===== config.mk =====
export PLATFORM = sky130hd
export DESIGN_NAME = core_irq_router
export DESIGN_NICKNAME = d
export VERILOG_FILES = /design/src/rtl/irq_rt_pkg.sv /design/src/rtl/irq_rt_regs.sv /design/src/rtl/irq_rt_core.sv /design/src/rtl/core_irq_router.sv
export SDC_FILE = /design/constraint.sdc
export NUM_CORES = 1
export LEC_CHECK = 0
export CAP_MARGIN = 30
export CORE_ASPECT_RATIO = 0.9
export CORE_UTILIZATION = 54
export CTS_BUF_LIST = sky130_fd_sc_hd__clkbuf_8 sky130_fd_sc_hd__clkbuf_16
export DETAILED_ROUTE_END_ITERATION = 8
export GPL_TIMING_DRIVEN = 0
export PLACE_DENSITY = 0.86
export SLEW_MARGIN = 20
export SYNTH_ARGS = -nofsm -noshare
export SYNTH_HDL_FRONTEND = slang
export SYNTH_SLANG_ARGS = --single-unit

===== constraint.sdc =====
create_clock -name clk -period 2.1 [get_ports clk]
set_input_delay 0.21 -clock clk [delete_from_list [all_inputs] [get_ports clk]]
set_output_delay 0.21 -clock clk [all_outputs]
set_load 0.05 [all_outputs]

===== src/rtl/irq_rt_pkg.sv =====
package irq_rt_pkg;
  localparam int SRC_N     = 10;
  localparam int TMR_BASE  = 0;
  localparam int MBX_BASE  = 4;
  localparam int GPU_BIT   = 8;
  localparam int PMU_BIT   = 9;
  localparam int LANES     = 4;

  localparam logic [3:0] GRP_GLOBAL = 4'h0;
  localparam logic [3:0] GRP_TMR    = 4'h4;
  localparam logic [3:0] GRP_MBX    = 4'h5;
  localparam logic [3:0] GRP_IPEND  = 4'h6;
  localparam logic [3:0] GRP_FPEND  = 4'h7;
  localparam logic [1:0] SLOT_GPU   = 2'd3;
  localparam logic [3:0] ADDR_PSET  = 4'h4;
  localparam logic [3:0] ADDR_PCLR  = 4'h5;

  // Returns {to_fiq, to_irq} for one request and its two enables.
  function automatic logic [1:0] steer(input logic raw, input logic ie, input logic fe);
    logic to_fiq;
    logic to_irq;
    to_fiq = raw & fe;
    to_irq = raw & ie & ~fe;
    return {to_fiq, to_irq};
  endfunction

  // Applies the PMU set/clear mask update.
  function automatic logic [LANES-1:0] mask_update(input logic [LANES-1:0] cur,
                                                   input logic [LANES-1:0] bits,
                                                   input logic is_set);
    return is_set ? (cur | bits) : (cur & ~bits);
  endfunction
endpackage


===== src/rtl/irq_rt_regs.sv =====
module irq_rt_regs
  import irq_rt_pkg::*;
#(
  parameter int NUM_CORES = 4,
  parameter int ADDR_W    = 8,
  parameter int DATA_W    = 32
) (
  input  logic                               clk,
  input  logic                               rst_n,
  input  logic                               reg_wr,
  input  logic [ADDR_W-1:0]                  reg_addr,
  input  logic [DATA_W-1:0]                  reg_wdata,
  output logic [DATA_W-1:0]                  reg_rdata,
  input  logic [NUM_CORES-1:0][SRC_N-1:0]    irq_pend,
  input  logic [NUM_CORES-1:0][SRC_N-1:0]    fiq_pend,
  output logic [NUM_CORES-1:0][2*LANES-1:0]  tmr_en,
  output logic [NUM_CORES-1:0][2*LANES-1:0]  mbx_en,
  output logic [3:0]                         gpu_route,
  output logic [NUM_CORES-1:0]               pmu_en
);
  localparam int SLOT_W = 2;

  logic [3:0]        grp;
  logic [SLOT_W-1:0] slot;
  logic              slot_ok;
  logic              wr_tmr, wr_mbx, wr_gpu, wr_pset, wr_pclr, wr_pend;

  assign grp     = reg_addr[7:4];
  assign slot    = reg_addr[3:2];
  assign slot_ok = (32'(slot) < NUM_CORES);

  assign wr_tmr  = reg_wr && grp == GRP_TMR && slot_ok;
  assign wr_mbx  = reg_wr && grp == GRP_MBX && slot_ok;
  assign wr_gpu  = reg_wr && grp == GRP_GLOBAL && slot == SLOT_GPU;
  assign wr_pset = reg_wr && reg_addr[7:2] == ADDR_PSET;
  assign wr_pclr = reg_wr && reg_addr[7:2] == ADDR_PCLR;
  assign wr_pend = reg_wr && (grp == GRP_IPEND || grp == GRP_FPEND);

  always_ff @(posedge clk) begin
    if (!rst_n) begin
      tmr_en    <= '0;
      mbx_en    <= '0;
      gpu_route <= '0;
      pmu_en    <= '0;
    end else begin
      if (wr_tmr) tmr_en[slot] <= reg_wdata[2*LANES-1:0];
      if (wr_mbx) mbx_en[slot] <= reg_wdata[2*LANES-1:0];
      if (wr_gpu) gpu_route    <= reg_wdata[3:0];
      if (wr_pset) pmu_en <= mask_update(pmu_en, reg_wdata[NUM_CORES-1:0], 1'b1);
      else if (wr_pclr) pmu_en <= mask_update(pmu_en, reg_wdata[NUM_CORES-1:0], 1'b0);
    end
  end

  always_comb begin
    reg_rdata = '0;
    unique case (grp)
      GRP_GLOBAL: begin
        if (slot == SLOT_GPU) reg_rdata[3:0] = gpu_route;
      end
      4'h1: begin
        if (slot == 2'd0 || slot == 2'd1) reg_rdata[NUM_CORES-1:0] = pmu_en;
      end
      GRP_TMR:   if (slot_ok) reg_rdata[2*LANES-1:0] = tmr_en[slot];
      GRP_MBX:   if (slot_ok) reg_rdata[2*LANES-1:0] = mbx_en[slot];
      GRP_IPEND: if (slot_ok) reg_rdata[SRC_N-1:0]   = irq_pend[slot];
      GRP_FPEND: if (slot_ok) reg_rdata[SRC_N-1:0]   = fiq_pend[slot];
      default:   reg_rdata = '0;
    endcase
  end


  pend_wr_ignored_chk: assert property (@(posedge clk) disable iff (!rst_n)
    wr_pend |=> $stable(tmr_en) && $stable(mbx_en) && $stable(pmu_en) && $stable(gpu_route));


  pmu_set_chk: assert property (@(posedge clk) disable iff (!rst_n)
    wr_pset |=> (pmu_en & $past(reg_wdata[NUM_CORES-1:0])) == $past(reg_wdata[NUM_CORES-1:0]));


  pmu_clr_chk: assert property (@(posedge clk) disable iff (!rst_n)
    wr_pclr |=> (pmu_en & $past(reg_wdata[NUM_CORES-1:0])) == '0);
endmodule


===== src/rtl/irq_rt_core.sv =====
module irq_rt_core
  import irq_rt_pkg::*;
(
  input  logic                 clk,
  input  logic                 rst_n,
  input  logic [LANES-1:0]     tmr_req,
  input  logic [LANES-1:0]     mbx_req,
  input  logic [2*LANES-1:0]   tmr_en,
  input  logic [2*LANES-1:0]   mbx_en,
  input  logic                 gpu_irq_hit,
  input  logic                 gpu_fiq_hit,
  input  logic                 pmu_hit,
  output logic [SRC_N-1:0]     irq_pend,
  output logic [SRC_N-1:0]     fiq_pend,
  output logic                 irq,
  output logic                 fiq
);
  logic [LANES-1:0][1:0] tmr_st;
  logic [LANES-1:0][1:0] mbx_st;

  for (genvar i = 0; i < LANES; i++) begin : g_lane
    assign tmr_st[i] = steer(tmr_req[i], tmr_en[i], tmr_en[LANES+i]);
    assign mbx_st[i] = steer(mbx_req[i], mbx_en[i], mbx_en[LANES+i]);
    assign irq_pend[TMR_BASE+i] = tmr_st[i][0];
    assign fiq_pend[TMR_BASE+i] = tmr_st[i][1];
    assign irq_pend[MBX_BASE+i] = mbx_st[i][0];
    assign fiq_pend[MBX_BASE+i] = mbx_st[i][1];
  end

  assign irq_pend[GPU_BIT] = gpu_irq_hit;
  assign fiq_pend[GPU_BIT] = gpu_fiq_hit;
  assign irq_pend[PMU_BIT] = pmu_hit;
  assign fiq_pend[PMU_BIT] = 1'b0;

  assign irq = |irq_pend;
  assign fiq = |fiq_pend;


  pend_disjoint_chk: assert property (@(posedge clk) disable iff (!rst_n)
    (irq_pend & fiq_pend) == '0);


  tmr_fiq_wins_chk: assert property (@(posedge clk) disable iff (!rst_n)
    (tmr_req[0] && tmr_en[LANES]) |-> (fiq && !irq_pend[TMR_BASE]));
endmodule


===== src/rtl/core_irq_router.sv =====
module core_irq_router
  import irq_rt_pkg::*;
#(
  parameter int NUM_CORES = 4,
  parameter int ADDR_W    = 8,
  parameter int DATA_W    = 32
) (
  input  logic                       clk,
  input  logic                       rst_n,
  input  logic                       reg_wr,
  input  logic [ADDR_W-1:0]          reg_addr,
  input  logic [DATA_W-1:0]          reg_wdata,
  output logic [DATA_W-1:0]          reg_rdata,
  input  logic [NUM_CORES*LANES-1:0] timer_req,
  input  logic [NUM_CORES*LANES-1:0] mbox_active,
  input  logic                       gpu_req,
  input  logic [NUM_CORES-1:0]       pmu_req,
  output logic [NUM_CORES-1:0]       core_irq,
  output logic [NUM_CORES-1:0]       core_fiq
);
  logic [NUM_CORES-1:0][SRC_N-1:0]   irq_pend;
  logic [NUM_CORES-1:0][SRC_N-1:0]   fiq_pend;
  logic [NUM_CORES-1:0][2*LANES-1:0] tmr_en;
  logic [NUM_CORES-1:0][2*LANES-1:0] mbx_en;
  logic [3:0]                        gpu_route;
  logic [NUM_CORES-1:0]              pmu_en;
  logic [NUM_CORES-1:0]              gpu_irq_hits;
  logic [NUM_CORES-1:0]              gpu_fiq_hits;

  irq_rt_regs #(.NUM_CORES(NUM_CORES), .ADDR_W(ADDR_W), .DATA_W(DATA_W)) u_regs (
    .clk       (clk),
    .rst_n     (rst_n),
    .reg_wr    (reg_wr),
    .reg_addr  (reg_addr),
    .reg_wdata (reg_wdata),
    .reg_rdata (reg_rdata),
    .irq_pend  (irq_pend),
    .fiq_pend  (fiq_pend),
    .tmr_en    (tmr_en),
    .mbx_en    (mbx_en),
    .gpu_route (gpu_route),
    .pmu_en    (pmu_en)
  );

  for (genvar c = 0; c < NUM_CORES; c++) begin : g_core
    assign gpu_fiq_hits[c] = gpu_req && 32'(gpu_route[3:2]) == c;
    assign gpu_irq_hits[c] = gpu_req && 32'(gpu_route[1:0]) == c && !gpu_fiq_hits[c];

    irq_rt_core u_core (
      .clk         (clk),
      .rst_n       (rst_n),
      .tmr_req     (timer_req[c*LANES +: LANES]),
      .mbx_req     (mbox_active[c*LANES +: LANES]),
      .tmr_en      (tmr_en[c]),
      .mbx_en      (mbx_en[c]),
      .gpu_irq_hit (gpu_irq_hits[c]),
      .gpu_fiq_hit (gpu_fiq_hits[c]),
      .pmu_hit     (pmu_req[c] && pmu_en[c]),
      .irq_pend    (irq_pend[c]),
      .fiq_pend    (fiq_pend[c]),
      .irq         (core_irq[c]),
      .fiq         (core_fiq[c])
    );
  end


  gpu_single_fiq_chk: assert property (@(posedge clk) disable iff (!rst_n)
    $onehot0(gpu_fiq_hits) && $onehot0(gpu_irq_hits));


  gpu_quiet_chk: assert property (@(posedge clk) disable iff (!rst_n)
    !gpu_req |-> (gpu_irq_hits == '0 && gpu_fiq_hits == '0));


  reset_clean_chk: assert property (@(posedge clk)
    $rose(rst_n) |-> (tmr_en == '0 && mbx_en == '0 && pmu_en == '0 && gpu_route == '0));
endmodule


==> results.md <==
* Status: finished with violations
* Failing checks: setup timing
* Setup WS post-layout at -60.91 ps
* Vias at 4,650
* Post-synth EDFFs at 0
* H-tree depth at 3
* Global-route wire length before repair at 26.30 mm
* Number of I/O port buffers at 65
* Arr. time, crit path at 1950 ps
* Vias in the first global route at 4,495
* CP cell instances: mux4_2 > a222oi_1 > o211ai_1 > buf_4
* Post-synth ARST share at 0%
* Critical path's largest stage delay at 530 ps
* Clock Path Buffers at 2
* Kind of end point of the critical path: primary output
* Post-synthesis cell count at 507
* Yosys warnings at 0
* Die Area at 9462 sq um
* N_diodes at 0
* Clock latency on the worst-skew pair at 360 ps
* Max stage delay cell, worst path: mux4_2
* I/O Pins at 120
* Final clock skew at 0 ps
* CP Class: reg2out
* Largest delay contributor family on the critical path: multiplexers
* Average size of a mapped cell at 9.667 sq um
* Post-route ant nets at 0
* Synth Cell Area at 4901 sq um
* Multiplexer area fraction after synthesis at 25.71%
* Commonest non-fill, non-tap cell in the layout: nor2b_1
* Largest net degree at the start of global routing at 15
* Height of the die at 92.38 microns
* Synth Area in Compound Gates at 8.731%
* # DRC at 0
* Avg WL per Cell at 23.92 microns
* Least-Margin Pin Slew at 701.1 ps
* CTS tree: yes
* RSZ-0062 raised after global routing: yes
* Synth unique cells at 55
* Area delta synth->final at 25.71%
* M2 GR Usage at 58.78%
* Total congestion overflow at 0
* Largest family of logic cells by synthesized area: simple AND/OR/NAND/NOR gates
* Period minus WS final at 2161 ps
* Buffer and inverter count on the worst path at 1
* Initial antenna violation count at 0
* Via-per-instance ratio at 6.327
* Setup_tns at -152.5 ps
* Share of layout cells above drive strength 1 at 26.62%
* Row cnt at 32
* Max-slew violations at 0
* WL final at 17.58 mm
* FF+latch count, synth at 72
* Worst min path class: in2reg
* Worst-path fanout max at 3
* Met3 GRT Util at 10.04%
* FMAX at 0.4628 GHz
* CTS root buf: clkbuf_8
* Register area share after synthesis at 29.41%
* Die width at 102.4 microns
* Most frequent cells in the layout: nor2b_1, mux2i_1, dfxtp_1
* GR peak layer: met2
* Grt met1 use at 52.59%
* Reg clk slew, reported paths at 90 ps
* Fin Hold WS at 285.6 ps
* DP Wirelength at 13.33 mm
* Initial Util at 56.41%
* Simple-Gate Fraction of Synth Area at 26.50%
* MaxCap Viol Count at 0
* TritonCTS buffer count at 9
* Pwr dens at 503.7 nW/um^2
* Worst slew margin at 53.26%
* Pleak at 2.635 nW
* Worst Path Required at 1890 ps
* RD Place Congestion at 1.023
* Final hold vios at 0
* Tot GR Track Use at 38.95%
* Core Area at 8688 sq um
* Synth area leader: dfxtp_1
* Top cells by area, synth: dfxtp_1, mux2i_1, mux4_2
* Setup violators final at 4
* Sink Count at 72
* Drt pass-1 iters at 7
* Top cell type's share of synthesized area at 29.41%
* XOR/XNOR Fraction of Synth Area at 1.072%
* Most used DFF post-synth: dfxtp_1
* Nets at 691
* Fill cell count at 677
* Fin crit share at 102.9%
* Finished Core Util at 70.91%
* Peak VDD IR at 0.3669 mV
* Post-synthesis adder-cell area fraction at 0%
* DR iter-0 viols at 422
* CP Launch Type: register
## cell families after synthesis
kind of cell / count (synthesis)
simple gates: 208
mux: 92
flops: 72
buf+inv: 71
compound gates: 57
xor+xnor: 6
other cells: 1
## where the power goes
| part | total [W] | internal (W) | switching [W] |
|---|---|---|---|
| clock | 0.00120 | 0.000562 | 0.000639 |
| combinational | 0.000529 | 0.000213 | 0.000316 |
| sequential | 0.00137 | 0.00137 | 0.00000663 |
| total | 0.00310 | 0.00214 | 0.000961 |
## flip-flops by register name, summed over array words and instances (netlist names), named ones only
register and cells:
u_regs.tmr_en 32, u_regs.mbx_en 32, u_regs.gpu_route 4
## worst paths after layout
| kind | startpoint | endpoint | slack (ps) | cells after the start |
|---|---|---|---|---|
| worst max-delay path | u_regs.mbx_en[26] | reg_rdata[2] | -60 | 4 |
| worst min-delay path | rst_n | u_regs.gpu_route[0] | 290 | 2 |
| worst max register to register | u_regs.gpu_route[2] | u_regs.gpu_route[2] | 1280 | 3 |
| worst min register to register | u_regs.gpu_route[3] | u_regs.gpu_route[3] | 550 | 2 |
## final cells by class
| type | instances | area (sq um) | share of cell area, % |
|---|---|---|---|
| Multi-Input combinational cell | 385 | 3203 | 51.99 |
| Sequential cell | 72 | 1466 | 23.80 |
| Clock buffer | 9 | 123.9 | 2.011 |
| Tap cell | 119 | 148.9 | 2.417 |
| Inverter | 4 | 15.01 | 0.2437 |
| Timing Repair Buffer | 75 | 683.2 | 11.09 |
| Buffer | 64 | 442.9 | 7.189 |
| Clock inverter | 7 | 77.57 | 1.259 |
## through the flow
| step | area, sq um | cells | setup WS (ps) | power, W |
|---|---|---|---|---|
| finish | 6161 | 735 | -60.91 | 0.003103 |
| global route | 6161 | 735 | -105.8 | 0.003175 |
| CTS | 6085 | 728 | -50.52 | 0.003099 |
| detailed placement | 5779 | 712 | -1135 | 0.001912 |
| global placement | 5779 | 712 | -1129 | 0.001908 |
| floorplan | 4980 | 528 | 60.48 | 0.001719 |
## cell usage after synthesis (all sizes together) (2+ instances only)
library cell / count
nand4b: 2
a21boi: 4
nand2: 41
buf: 47
o21ai: 10
a2bb2oi: 2
a211oi: 2
nand4: 18
xnor2: 2
o211ai: 6
nor4b: 2
nand3: 23
mux2i: 64
a222oi: 2
a22oi: 14
and3: 7
inv: 4
nor2: 7
dfxtp: 72
a31o: 4
o221ai: 4
clkbuf: 20
xor2: 4
nor3: 4
or3: 2
mux4: 27
nand3b: 32
nor2b: 65
## worst reg2reg max path, cell delays in order, from the launching register on
cell      delay, ps
dfxtp_1         350
buf_4           190
nand2_1          70
a21boi_1        140
## per-layer routing
layer / vias up / share of wire [%]
met5: - / 0
met4: 0 / 3.5
met1: 2224 / 41
met2: 327 / 44
met3: 57 / 11
li1: 2042 / -
## repair_timing
action                     in CTS  in global routing
setup endpoints to repair      18                 15
hold buffers                    0                  0
pin swaps                       3                  6
buffers inserted                3                  7
gates resized for setup       134                 31
No activity file was read; power rests on OpenSTA's default activity.
